`config.mk`:
```
export PLATFORM = sky130hd
export DESIGN_NAME = sidtab_writer
export DESIGN_NICKNAME = d
export VERILOG_FILES = /design/src/rtl/sidtab_pkg.sv /design/src/rtl/sidtab_hash.sv /design/src/rtl/sidtab_base.sv /design/src/rtl/sidtab_ctrl.sv /design/src/rtl/sidtab_writer.sv
export SDC_FILE = /design/constraint.sdc
export NUM_CORES = 1
export LEC_CHECK = 0
export ABC_CLOCK_PERIOD_IN_PS = 2300
export BUFFER_PORTS_ARGS = -buffer_cell sky130_fd_sc_hd__buf_2
export CORE_ASPECT_RATIO = 0.9
export CORE_UTILIZATION = 47
export CTS_CLUSTER_DIAMETER = 200
export DETAILED_ROUTE_END_ITERATION = 8
export PLACE_DENSITY = 0.77
export RECOVER_POWER = 50
export SYNTH_ARGS = -nofsm -noshare
export SYNTH_HDL_FRONTEND = slang
export SYNTH_SLANG_ARGS = --single-unit
```
`constraint.sdc`:
```
create_clock -name clk -period 2.3 [get_ports clk]
set_input_delay 0.345 -clock clk [delete_from_list [all_inputs] [get_ports clk]]
set_output_delay 0.345 -clock clk [all_outputs]
set_load 0.005 [all_outputs]
```
`src/rtl/sidtab_pkg.sv`:
```
package sidtab_pkg;

    localparam int BDF_W  = 16;
    localparam int REL_W  = 8;
    localparam int IDX_W  = 8;
    localparam int DEPTH  = 1 << IDX_W;
    localparam int WORD_W = BDF_W + REL_W + IDX_W;

    typedef logic [IDX_W-1:0] slot_idx_t;

    typedef struct packed {
        logic [BDF_W-1:0] bdf;
        logic [REL_W-1:0] rel;
        logic [IDX_W-1:0] link;
    } slot_word_t;

    typedef enum logic [1:0] {
        ST_IDLE,
        ST_WIPE,
        ST_FETCH,
        ST_EXAM
    } ctl_state_t;

    // MSB-first CRC over the whole ID: high byte then low byte, init 0.
    function automatic slot_idx_t crc_bdf(input logic [BDF_W-1:0] v,
                                          input slot_idx_t poly);
        slot_idx_t c;
        logic      fb;
        c = '0;
        for (int i = BDF_W - 1; i >= 0; i--) begin
            fb = c[IDX_W-1] ^ v[i];
            c  = {c[IDX_W-2:0], 1'b0};
            if (fb) c = c ^ poly;
        end
        return c;
    endfunction

endpackage

```
`src/rtl/sidtab_hash.sv`:
```
module sidtab_hash
    import sidtab_pkg::*;
#(
    parameter slot_idx_t POLY = 8'h07
) (
    input  logic [BDF_W-1:0] bdf,
    output slot_idx_t        home
);
    assign home = crc_bdf(bdf, POLY);
endmodule

```
`src/rtl/sidtab_base.sv`:
```
module sidtab_base
    import sidtab_pkg::*;
#(
    parameter int SID_W = 16
) (
    input  logic             clk,
    input  logic             rst,
    input  logic             wipe_go,
    input  logic             ins_go,
    input  logic [SID_W-1:0] sid,
    output logic [REL_W-1:0] rel
);
    logic             have_base;
    logic [SID_W-1:0] base_q;

    always_ff @(posedge clk) begin
        if (rst) begin
            have_base <= 1'b0;
            base_q    <= '0;
            rel       <= '0;
        end else if (wipe_go) begin
            have_base <= 1'b0;
        end else if (ins_go) begin
            if (!have_base) begin
                base_q    <= sid;
                have_base <= 1'b1;
                rel       <= '0;
            end else begin
                rel <= REL_W'(sid - base_q);
            end
        end
    end

    // the capture insert always stores offset zero
    p_first_offset_zero_r5: assert property (@(posedge clk) disable iff (rst)
        (ins_go && !wipe_go && !have_base) |=> (rel == '0 && have_base));
endmodule

```
`src/rtl/sidtab_ctrl.sv`:
```
module sidtab_ctrl
    import sidtab_pkg::*;
(
    input  logic              clk,
    input  logic              rst,
    input  logic              cmd_valid,
    output logic              cmd_ready,
    input  logic              cmd_clear,
    input  logic [BDF_W-1:0]  cmd_bdf,
    input  slot_idx_t         home,
    input  logic [REL_W-1:0]  rel_sid,
    output logic              wipe_go,
    output logic              ins_go,
    output logic              busy,
    output logic              done,
    output logic              full_err,
    output logic              mem_en,
    output logic              mem_we,
    output slot_idx_t         mem_addr,
    output logic [WORD_W-1:0] mem_wdata,
    input  logic [WORD_W-1:0] mem_rdata
);
    ctl_state_t       state;
    slot_idx_t        slot, start_q, nxt;
    logic [BDF_W-1:0] bdf_q;
    slot_word_t       rd_w, new_w, link_w;
    logic             accept, empty, wrap, need_link;

    assign cmd_ready = (state == ST_IDLE);
    assign busy      = (state != ST_IDLE);
    assign accept    = cmd_valid && cmd_ready;
    assign wipe_go   = accept && cmd_clear;
    assign ins_go    = accept && !cmd_clear;

    assign nxt       = slot + 1'b1;
    assign rd_w      = slot_word_t'(mem_rdata);
    assign empty     = (mem_rdata == '0);
    assign wrap      = (nxt == start_q);
    assign need_link = (rd_w.link == '0);
    assign new_w     = '{bdf: bdf_q, rel: rel_sid, link: '0};
    assign link_w    = '{bdf: rd_w.bdf, rel: rd_w.rel, link: nxt};
    assign mem_addr  = slot;

    always_ff @(posedge clk) begin
        if (rst) begin
            state    <= ST_IDLE;
            slot     <= '0;
            start_q  <= '0;
            bdf_q    <= '0;
            done     <= 1'b0;
            full_err <= 1'b0;
        end else begin
            done     <= 1'b0;
            full_err <= 1'b0;
            unique case (state)
                ST_IDLE: begin
                    if (wipe_go) begin
                        state <= ST_WIPE;
                        slot  <= '0;
                    end else if (ins_go) begin
                        state   <= ST_FETCH;
                        slot    <= home;
                        start_q <= home;
                        bdf_q   <= cmd_bdf;
                    end
                end
                ST_WIPE: begin
                    slot <= nxt;
                    if (slot == slot_idx_t'(DEPTH - 1)) begin
                        state <= ST_IDLE;
                        done  <= 1'b1;
                    end
                end
                ST_FETCH: state <= ST_EXAM;
                ST_EXAM: begin
                    if (empty) begin
                        state <= ST_IDLE;
                        done  <= 1'b1;
                    end else if (wrap) begin
                        state    <= ST_IDLE;
                        done     <= 1'b1;
                        full_err <= 1'b1;
                    end else begin
                        slot  <= nxt;
                        state <= ST_FETCH;
                    end
                end
                default: state <= ST_IDLE;
            endcase
        end
    end

    always_comb begin
        mem_en    = 1'b0;
        mem_we    = 1'b0;
        mem_wdata = '0;
        unique case (state)
            ST_WIPE: begin
                mem_en = 1'b1;
                mem_we = 1'b1;
            end
            ST_FETCH: mem_en = 1'b1;
            ST_EXAM: begin
                if (empty) begin
                    mem_en    = 1'b1;
                    mem_we    = 1'b1;
                    mem_wdata = new_w;
                end else if (!wrap && need_link) begin
                    mem_en    = 1'b1;
                    mem_we    = 1'b1;
                    mem_wdata = link_w;
                end
            end
            default: ;
        endcase
    end

    // a taken command makes the block busy and closes the port
    p_one_cmd_r9: assert property (@(posedge clk) disable iff (rst)
        (cmd_valid && cmd_ready) |=> (busy && !cmd_ready));
    // wipe cycles write zeros only
    p_wipe_zero_r2: assert property (@(posedge clk) disable iff (rst)
        (state == ST_WIPE) |-> (mem_en && mem_we && mem_wdata == '0));
    // done is a single-cycle pulse
    p_done_pulse_r2: assert property (@(posedge clk) disable iff (rst)
        done |=> !done);
    // consecutive probes step the address by one
    p_probe_step_r6: assert property (@(posedge clk) disable iff (rst)
        (state == ST_FETCH && $past(state) == ST_EXAM) |->
        (mem_addr == slot_idx_t'($past(mem_addr) + 1'b1)));
    // a link write keeps the ID and offset read from the slot
    p_link_keep_r7: assert property (@(posedge clk) disable iff (rst)
        (state == ST_EXAM && mem_we && mem_rdata != '0) |->
        (mem_wdata[WORD_W-1:IDX_W] == mem_rdata[WORD_W-1:IDX_W] &&
         mem_rdata[IDX_W-1:0] == '0));
    // a new entry ends its chain
    p_new_tail_r4: assert property (@(posedge clk) disable iff (rst)
        (state == ST_EXAM && mem_we && mem_rdata == '0) |->
        (mem_wdata[IDX_W-1:0] == '0));
    // the error only accompanies completion
    p_err_done_r8: assert property (@(posedge clk) disable iff (rst)
        full_err |-> done);
endmodule

```
`src/rtl/sidtab_writer.sv`:
```
module sidtab_writer
    import sidtab_pkg::*;
#(
    parameter slot_idx_t POLY  = 8'h07,
    parameter int        SID_W = 16
) (
    input  logic              clk,
    input  logic              rst,
    input  logic              cmd_valid,
    output logic              cmd_ready,
    input  logic              cmd_clear,
    input  logic [15:0]       cmd_bdf,
    input  logic [SID_W-1:0]  cmd_sid,
    output logic              busy,
    output logic              done,
    output logic              full_err,
    output logic              mem_en,
    output logic              mem_we,
    output logic [7:0]        mem_addr,
    output logic [31:0]       mem_wdata,
    input  logic [31:0]       mem_rdata
);
    slot_idx_t        home;
    logic [REL_W-1:0] rel_sid;
    logic             wipe_go, ins_go;

    sidtab_hash #(.POLY(POLY)) hash_i (
        .bdf  (cmd_bdf),
        .home (home)
    );

    sidtab_base #(.SID_W(SID_W)) base_i (
        .clk     (clk),
        .rst     (rst),
        .wipe_go (wipe_go),
        .ins_go  (ins_go),
        .sid     (cmd_sid),
        .rel     (rel_sid)
    );

    sidtab_ctrl ctrl_i (
        .clk       (clk),
        .rst       (rst),
        .cmd_valid (cmd_valid),
        .cmd_ready (cmd_ready),
        .cmd_clear (cmd_clear),
        .cmd_bdf   (cmd_bdf),
        .home      (home),
        .rel_sid   (rel_sid),
        .wipe_go   (wipe_go),
        .ins_go    (ins_go),
        .busy      (busy),
        .done      (done),
        .full_err  (full_err),
        .mem_en    (mem_en),
        .mem_we    (mem_we),
        .mem_addr  (mem_addr),
        .mem_wdata (mem_wdata),
        .mem_rdata (mem_rdata)
    );
endmodule

```
==> results of run 1 <==
## how the worst min path moves through the flow
| stage | cells past startpoint | end | from | slack (ns) |
|---|---|---|---|---|
| final | 3 | base_i.base_q[0] | cmd_sid[0] | 0.27 |
| after global routing | 3 | base_i.base_q[0] | cmd_sid[0] | 0.27 |
| after CTS | 3 | base_i.base_q[0] | cmd_sid[0] | 0.26 |
| after detailed placement | 2 | base_i.rel[1] | base_i.rel[1] | 0.44 |
| after global placement | 2 | ctrl_i.bdf_q[12] | ctrl_i.bdf_q[12] | 0.44 |
| after floorplan | 2 | base_i.rel[3] | base_i.rel[3] | 0.43 |
## kinds of logic after synthesis
kind of cell / Yosys count / synth area share [%]
compound gates: 127 / 22.19
xor+xnor: 46 / 13.63
fa+ha+maj: 13 / 4.511
buf+inv: 61 / 7.529
flops: 53 / 28.13
mux: 2 / 0.5307
simple gates: 175 / 23.48
## cells in the mapped netlist (all sizes together), types with 4 or more instances
cell type and n:
nand4 4, xnor3 7, nor2 31, nor3 6, dfxtp 53, buf 14, clkbuf 26, ha 12
nor2b 25, a21oi 51, o21ai 20, nand3 12, a211oi 9, xnor2 27, xor2 11, inv 21
nand2 64, nor4 9, a22oi 24
## per-layer routing
layer,share of wire [%],up-vias,routed length [um]
met5,0,-,0
met4,1.8,0,210
met3,8.1,23,924
met2,51,177,5850
met1,39,1875,4449
li1,-,1909,-
## sequential cells by signal, indices dropped and copies added (netlist names), 2 cells and up
signal	flops
ctrl_i.mem_addr	8
ctrl_i.state	2
base_i.base_q	8
base_i.rel	8
ctrl_i.bdf_q	16
ctrl_i.start_q	8
## cell type report
class / instances / area [sq um] / area share, %
clock buffer: 6 / 82.58 / 1.652
sequential: 53 / 1072 / 21.45
tap: 96 / 120.1 / 2.402
clock inverter: 2 / 37.54 / 0.7508
inverter: 21 / 78.83 / 1.577
timing repair buffer: 158 / 957.2 / 19.14
multi-input combinational: 363 / 2651 / 53.03
## critical path: cells and delay by family, from the launching register on
kind | cells | cell delay, ns
buffers and inverters | 3 | 0.46
xor gates and xnor gates | 1 | 0.26
AOI/OAI and AO/OA | 2 | 0.27
DFF | 1 | 0.34
and+or+nand+nor | 4 | 0.74
## power by group through the flow
stage	clock network [W]	logic (W)	registers [W]
finish	0.000689	0.00257	0.00125
detailed placement	0	0.00221	0.00125
global placement	0	0.00213	0.00124
CTS	0.000695	0.00231	0.00124
floorplan	0	0.00153	0.00121
global route	0.000732	0.00278	0.00127
## metrics by stage
step           hold slack (ns)  instance area [sq um]  total power, W
6_report                0.2720                   5000        0.004507
5_1_grt                 0.2725                   5000        0.004780
4_1_cts                 0.2647                   4852        0.004242
3_5_place_dp            0.4436                   4639        0.003458
3_3_place_gp            0.4438                   4639        0.003370
2_1_floorplan           0.4322                   3859        0.002735
## repair_timing
action / CTS / global route
endpoints found under the setup margin: 43 / 45
gates cloned: 1 / 0
resized for setup: 15 / 30
pin swaps: 5 / 15
setup buffers: 4 / 4
==> flow_metrics.tcl, run 1 <==
set metrics [dict create \
    synthDistinctLibCells 60 \
    reg2reg_from "ctrl_i.mem_addr[0]" \
    min_period_ns 2.742 \
    timing.rr.end "ctrl_i.mem_addr[1]" \
    rr_worst_depth 12 \
    core.rowCount 30 \
    first_pass_iters 4 \
    clk_pin_slew_ns 0.11 \
    place_congestion 0.8718 \
    report.final.slew_viol_count 0 \
    worstPathArrival_ns 2.40 \
    vias_per_cell 5.700 \
    synth_fp_nets 558 \
    nets 683 \
    power_density_nw_per_um2 901.4 \
    wire_per_inst_um 16.36 \
    fp.dieW_um 96.44 \
    die_y_um 86.99 \
    met2_usage_pct 46.87 \
    grt-busiest-layer "met2" \
    dieArea_sq_um 8389 \
    initial_core_util_pct 49.26 \
    grt-ovfl-total 0 \
    num_vias 3984 \
    hold_path.class "in2reg" \
    tightest_slew_ns 0.8981 \
    violations "setup timing" \
    layout_commonest_cell "buf_2" \
    final_cell_mix "buf_2, nand2_1, a21oi_1, dfxtp_1, buf_4" \
    critPathMaxFanout 21 \
    clk_latency_ns 0.32 \
    p_leak_nw 2.043 \
    max_stage_delay_ns 0.37 \
    maxSlewHeadroom_pct 40.13 \
    drc 0 \
    min_period_over_period_pct 119.2 \
    netSwitchingFraction_pct 40.58 \
    fill_cells 646 \
    p_switching_w 0.001829 \
    drt_iter0_drc 238 \
    end_kind "output port" \
    ant_nets 0 \
    crit_end "mem_wdata[30]" \
    comb_power_share_pct 57.0 \
    cts_num_sinks 53 \
    internal_power_w 0.002678 \
    synth_area_leader_cell "dfxtp_1" \
    ir_drop_uv 402.5 \
    worst_path_max_delay_cell "nor4_4" \
    p_seq_share_pct 27.7 \
    path_class "reg2out" \
    async_flop_share_pct 0 \
    port_buffers 105 \
    setup_slack_ns -0.4419 \
    htree_levels 2 \
    grt_use_total_pct 27.15 \
    crit_start "ctrl_i.mem_addr[2]" \
    core_sq_um 7657 \
    synth_seq_cells 53 \
    worstSetupStartpointType "flip-flop" \
    layout-drive-gt1-share_pct 37.15 \
    synth_seq_area_share_pct 28.13 \
    fmax_ghz 0.3647 \
    cts-hold-fix-buffers 0 \
    maxCapViolCount 0 \
    grt_antenna_before_repair 0 \
    status "finished, violations left" \
    ios 114 \
    cts_inserted_buffers 5 \
    ys_warn_count 0 \
    grt_pass1_wl_mm 17.60 \
    postSynthAreaPerCell_sq_um 7.909 \
    synth-edff-count 0 \
    hpwl_mm 8.473 \
    pwr-share-clk_pct 15.3 \
    grt_start_max_net_pins 45 \
    finalHoldViolCount 0 \
    required_ns 1.96 \
    met1_usage_pct 33.10 \
    grt_pass1_vias 3729 \
    diodes 0 \
    synthCells 477 \
    use_met3_pct 5.934 \
    cts_tree "yes" \
    layout.cells.non_filler 699 \
    fin_setup_tns_ns -14.39 \
    finalWirelength_mm 11.43 \
    synth.top_cell.area_share_pct 28.13 \
    clock_skew_ns 0.01300 \
    post-place-ws_ns -0.3087 \
    crit_path_cell_trace "buf_4 -> and3_4 -> xnor3_2 -> o2111ai_4 -> nor4_4 -> nor2_4 -> buf_12 -> a22oi_2 -> nor2b_1 -> buf_2" \
    synth_ff_type "dfxtp_1" \
    setup_viol 42 \
    dp_cells 682 \
    rsz0062_at_grt "true" \
    synth_area_leaders "dfxtp_1, a21oi_1, nand2_1, xnor2_1, a22oi_1" \
    syn_to_final_growth_pct 32.54 \
    cts.path.max_buffers 2 \
    r2r_setup_slack_ns -0.11 \
    ctsRootBufferMaster "clkbuf_8" \
    finish.utilization_pct 65.29 \
    syn_area_sq_um 3772 \
]
Note: power is estimated with default switching activity, not from simulation.
==> inputs of run 2 (changes only) <==
Settings changed: SYNTH_HIERARCHICAL set to 1.
==> run 2 against run 1 <==
The run still ends with setup timing left. Global-route usage fell by 0.79 points. Clock skew fell by 0.0035 ns. Sequential power barely moved. Synthesized cell count fell by 7.1%. Non-clock buffer count rose by 3. Core utilization rose by 2.2 points. Cell area fell by 2.6%. First-iteration DRC count rose by 7.1%. Clock-buffer cell count fell by 1. Sequential share of layout area rose by 0.54 points. Worst setup slack got worse by 0.072 ns. Wire length fell by 6.7%. Critical path type unchanged. Largest power group unchanged.
==> flow_metrics.tcl, run 2 <==
set metrics [dict create \
    topRoutingLayerUsed "met4" \
    clock_skew_ns 0.009470 \
    crit_path_cell_trace "nand4_1 -> buf_4 -> o21a_1 -> o2111ai_2 -> a211oi_4 -> buf_6 -> or3_4 -> nor2_1 -> buf_2" \
    htree_levels 2 \
    min_period_ns 2.814 \
    p_leak_nw 2.123 \
    fmax_ghz 0.3553 \
    core_sq_um 7221 \
    synth_area_leaders "dfxtp_1, nand2_1, a21oi_1, a22o_1, xnor2_1" \
    maxCapViolCount 0 \
    max_stage_delay_ns 0.45 \
    dieArea_sq_um 8019 \
    placed_area_sq_um 4568 \
    min_from "cmd_sid[0]" \
    wire_per_inst_um 15.62 \
    hpwl_mm 7.843 \
    setup_slack_ns -0.5143 \
    synth_seq_area_share_pct 29.45 \
    layout_commonest_cell "buf_2" \
    syn_area_sq_um 3602 \
    first_pass_iters 5 \
    grt_pass1_wl_mm 16.49 \
    ant_nets 0 \
    tightest_slew_ns 0.5957 \
    synth_ff_type "dfxtp_1" \
    drc 0 \
    report.final.slew_viol_count 0 \
    core.rowCount 29 \
    layout.cells.non_filler 683 \
    initial_core_util_pct 49.89 \
    cts-hold-fix-buffers 0 \
    grt_start_max_net_pins 32 \
    ctsRootBufferMaster "clkbuf_8" \
    synthDistinctLibCells 60 \
    min_period_over_period_pct 122.4 \
    worst_path_max_delay_cell "or3_4" \
    die_y_um 85.06 \
    status "finished, violations left" \
    power_density_nw_per_um2 846.5 \
    met3_length_um 796 \
    synth_seq_cells 53 \
    grt_pass1_vias 3482 \
    layout-drive-gt1-share_pct 34.92 \
    hold_path.class "in2reg" \
    worstPathArrival_ns 2.47 \
    violations "setup timing" \
    fp.dieW_um 94.28 \
    port_buffers 105 \
    grt-ovfl-total 0 \
    diodes 0 \
    required_ns 1.96 \
    holdPathEnd "base_i/base_q[0]" \
    finalInstanceArea_sq_um 4872 \
    ir_drop_uv 543.6 \
    synth.most_common_cell "nand2_1" \
    reg2reg_from "ctrl_i/mem_addr[1]" \
    r2r_setup_slack_ns 0.08 \
    maxSlewHeadroom_pct 59.95 \
    synth.top_cell.area_share_pct 29.45 \
    hold_depth 3 \
    end_kind "output port" \
    path_class "reg2out" \
    finalWirelength_mm 10.67 \
    worstSetupStartpointType "flip-flop" \
    route.met2.wl_mm 4.995 \
    synth_common_cells "nand2_1, dfxtp_1, a21oi_1" \
    cts_num_sinks 53 \
    finalHoldViolCount 0 \
    synthCells 443 \
    critPathMaxFanout 8 \
    largest-register "ctrl_i/bdf_q" \
    cts.path.max_buffers 2 \
    largest_reg_flops 16 \
    async_flop_share_pct 0 \
    postSynthAreaPerCell_sq_um 8.131 \
    place_congestion 0.9478 \
    rsz0062_at_grt "true" \
    synth_fp_nets 525 \
    wl_met1_mm 4.752 \
    fin_setup_tns_ns -15.95 \
    rr_worst_depth 10 \
    clk_latency_ns 0.32 \
    cts_tree "yes" \
    setup_viol 34 \
    path_delay_family "simple AND/OR/NAND/NOR gates" \
    vias_per_cell 5.625 \
    dp_cells 665 \
    synth-edff-count 0 \
    num_vias 3842 \
    ios 114 \
    nets 671 \
    cts_inserted_buffers 5 \
    ys_warn_count 6 \
    final_cell_mix "buf_2, nand2_1, a21oi_1" \
    grt_use_total_pct 26.36 \
    clk_pin_slew_ns 0.10 \
    crit_buf_inv 3 \
    synth_area_leader_cell "dfxtp_1" \
    grt_antenna_before_repair 0 \
    timing.rr.end "ctrl_i/mem_addr[2]" \
    drt_iter0_drc 255 \
    syn_to_final_growth_pct 35.26 \
]
## run 2: metal layers
metal | up-vias | track usage (%)
li1 | 1875 | -
met1 | 1798 | 36.37
met2 | 160 | 42.49
met3 | 9 | 4.301
met4 | 0 | 7.133
met5 | - | 0
## run 2: per-stage QoR
stage                     worst slack, ns  hold slack (ns)  total power [W]  utilization, %
final                             -0.5143           0.2670         0.004124           67.48
after global routing              -0.5987           0.2575         0.004368           67.48
after CTS                         -0.4626           0.2528         0.004019           66.14
after detailed placement          -0.2633           0.4480         0.003377           63.26
after global placement            -0.2322           0.4468         0.003316           63.26
after floorplan                 0.0007812           0.4316         0.002558               -
## run 2: kinds of logic (layout without fill, tap and decap cells)
group / after synthesis / after routing / synth area share (%)
AO/OA/AOI/OAI: 129 / 129 / 24.84
XOR/XNOR: 45 / 45 / 13.86
adder cells (fa/ha/maj): 14 / 14 / 5.071
buffers and inverters: 40 / 187 / 4.550
flip-flops: 53 / 53 / 29.45
multiplexers: 1 / 1 / 0.2779
AND/OR/NAND/NOR: 161 / 161 / 21.95
## run 2: worst max path at each step
| stage | start | endpoint | slack [ns] | depth (start not counted) |
|---|---|---|---|---|
| 2_1_floorplan | mem_rdata[1] | mem_wdata[6] | 0.0008 | 5 |
| 3_3_place_gp | mem_rdata[1] | mem_wdata[5] | -0.23 | 6 |
| 3_5_place_dp | mem_rdata[1] | mem_wdata[4] | -0.26 | 6 |
| 4_1_cts | ctrl_i/mem_addr[0] | mem_wdata[7] | -0.46 | 9 |
| 5_1_grt | ctrl_i/mem_addr[4] | mem_wdata[5] | -0.60 | 8 |
| 6_report | ctrl_i/mem_addr[1] | mem_wdata[5] | -0.51 | 9 |
## run 2: report_power, final
group	switching [W]	leakage, nW	internal [W]
combinational	0.00120	1.64	0.00110
clock	0.000345	0.0506	0.000228
sequential	0.000163	0.434	0.00109
## run 2: final cells by class
cell class	count	area (sq um)
clock buffer	5	68.82
clock inverter	3	28.78
fill	590	2349
inverter	18	67.56
multi-input combinational	350	2476
sequential	53	1071
tap	93	116.4
timing repair buffer	161	1044
## run 2: tightest hold or removal path, delay by kind of cell
kind	cells	cell delay, ns
AO/OA/AOI/OAI	1	0.05
buffers and inverters	1	0.11
AND/OR/NAND/NOR	1	0.05
## run 2: what timing repair did
item / CTS / global route
pin swaps: 10 / 17
endpoints found under the setup margin: 34 / 38
cloned: 2 / 1
setup buffers: 3 / 4
gates resized for setup: 10 / 15
endpoints found under the hold margin: 0 / 0
==> inputs of run 3 (changes only) <==
Settings changed: GPL_ROUTABILITY_DRIVEN set to 1, SKIP_CTS_REPAIR_TIMING set to 1.
==> run 3 against run 2 <==
The flow still finishes with violations (setup timing). First-iteration DRC count fell by 2.4%. Total power barely moved. Clock power barely moved. Die area did not move. Fmax rose by 0.15%. Largest cell class unchanged. Clock skew fell by 0.00069 ns. Core utilization fell by 1.6 points. Hold slack got worse by 0.0027 ns. Clock-buffer cell count did not move. Critical path depth did not move.
==> flow_metrics.tcl, run 3 (synthesized netlist as in run 2, its figures left out) <==
set metrics [dict create \
    ir_drop_uv 546.3 \
    timing.rr.end "ctrl_i/full_err" \
    finalPower_w 0.004124 \
    fp.dieW_um 94.28 \
    dieArea_sq_um 8019 \
    wire_per_inst_um 15.65 \
    syn_to_final_growth_pct 32.02 \
    cts_inserted_buffers 5 \
    max_stage_delay_ns 0.47 \
    ant_nets 0 \
    path_delay_family "simple AND/OR/NAND/NOR gates" \
    vias_per_cell 5.724 \
    diodes 0 \
    clk_pin_slew_ns 0.10 \
    drc 0 \
    report.final.slew_viol_count 0 \
    regArea_sq_um 1069 \
    cp.depth 9 \
    nets 665 \
    die_y_um 85.06 \
    crit_buf_inv 2 \
    use_met3_pct 4.391 \
    num_vias 3875 \
    grt_antenna_before_repair 0 \
    grt-ovfl-total 0 \
    p_leak_nw 2.062 \
    place_congestion 0.9478 \
    critPathMaxFanout 8 \
    grt_use_total_pct 25.51 \
    met1_usage_pct 34.87 \
    worstPathArrival_ns 2.47 \
    min_period_ns 2.810 \
    setup_slack_ns -0.5102 \
    min_period_over_period_pct 122.2 \
    drt_iter0_drc 249 \
    core_sq_um 7221 \
    setup_viol 34 \
    fmax_ghz 0.3559 \
    required_ns 1.96 \
    ctsRootBufferMaster "clkbuf_8" \
    rsz0062_at_grt "true" \
    maxSlewHeadroom_pct 59.87 \
    cts_tree "yes" \
    hold_path.class "in2reg" \
    maxCapViolCount 0 \
    violations "setup timing" \
    power_density_nw_per_um2 867.1 \
    r2r_setup_slack_ns 0.12 \
    crit_end "mem_wdata[2]" \
    fin_setup_tns_ns -16.14 \
    hpwl_mm 7.843 \
    largest-register "ctrl_i/bdf_q" \
    fill_cells 606 \
    status "finished, violations left" \
    grt-busiest-layer "met2" \
    worstSetupStartpointType "flip-flop" \
    worst_path_max_delay_cell "or3_4" \
    finalWirelength_mm 10.60 \
    finalInstanceArea_sq_um 4756 \
    largest_reg_flops 16 \
    rr_worst_depth 7 \
    core.rowCount 29 \
    grt_pass1_wl_mm 16.08 \
    cts.path.max_buffers 2 \
    clk_latency_ns 0.32 \
    tightest_slew_ns 0.5968 \
    dp_cells 665 \
    first_pass_iters 5 \
    layout.cells.non_filler 677 \
    clock_skew_ns 0.008778 \
    met2_usage_pct 41.11 \
    cts_num_sinks 53 \
    htree_levels 2 \
    path_class "reg2out" \
    placed_area_sq_um 4568 \
    end_kind "output port" \
    finalHoldViolCount 0 \
    crit_path_cell_trace "ha_4 -> and3_4 -> mux2i_1 -> o22a_1 -> a211oi_4 -> buf_6 -> or3_4 -> nor2_2 -> buf_2" \
    multi_input_area_sq_um 2464 \
    layout_commonest_cell "buf_2" \
    port_buffers 105 \
    grt_start_max_net_pins 32 \
    final_cell_mix "buf_2, nand2_1, dfxtp_1" \
    layout-drive-gt1-share_pct 33.56 \
    initial_core_util_pct 49.89 \
    grt_pass1_vias 3416 \
    reg2reg_from "ctrl_i/mem_addr[0]" \
    ios 114 \
    crit_start "ctrl_i/mem_addr[0]" \
]
==> run 3: layout make-up <==
cell class	instances	area share (%)
multi-input combinational	350	51.80
sequential	53	22.47
timing repair buffer	155	19.81
tap	93	2.447
clock buffer	5	1.447
inverter	18	1.421
clock inverter	3	0.6051
==> run 3: per-layer routing <==
metal / share of wire (%) / wire length [um]
met1: 44 / 4694
met3: 7.2 / 768
met2: 47 / 4933
met5: 0 / 0
met4: 1.9 / 199
==> run 3: worst min path at each step <==
| stage | cells after the start | slack [ns] | to | from |
|---|---|---|---|---|
| 2_1_floorplan | 2 | 0.43 | base_i/rel[0] | base_i/rel[0] |
| 3_3_place_gp | 2 | 0.45 | ctrl_i/bdf_q[2] | ctrl_i/bdf_q[2] |
| 3_5_place_dp | 2 | 0.45 | ctrl_i/bdf_q[5] | ctrl_i/bdf_q[5] |
| 4_1_cts | 3 | 0.25 | base_i/base_q[0] | cmd_sid[0] |
| 5_1_grt | 3 | 0.26 | ctrl_i/bdf_q[7] | cmd_bdf[7] |
| 6_report | 3 | 0.26 | base_i/base_q[0] | cmd_sid[0] |
==> run 3: power breakdown <==
group	leakage, nW	internal, W	switching, W	total (W)
Sequential	0.433	0.00108	0.000164	0.00125
Clock	0.0506	0.000228	0.000345	0.000573
Combinational	1.58	0.00110	0.00120	0.00230
Total	2.06	0.00242	0.00171	0.00412
==> run 3: per-stage QoR <==
step                hold WS [ns]  worst slack, ns  util, %
floorplan                 0.4316        0.0007812        -
global placement          0.4468          -0.2322    63.26
detailed placement        0.4480          -0.2633    63.26
CTS                       0.2528          -0.5685    64.62
global route              0.2575          -0.5936    65.86
finish                    0.2643          -0.5102    65.86
==> run 3: worst min-delay path, cell delays in order <==
cell	delay, ns
buf_2	0.11
nand2_1	0.05
a21oi_1	0.05
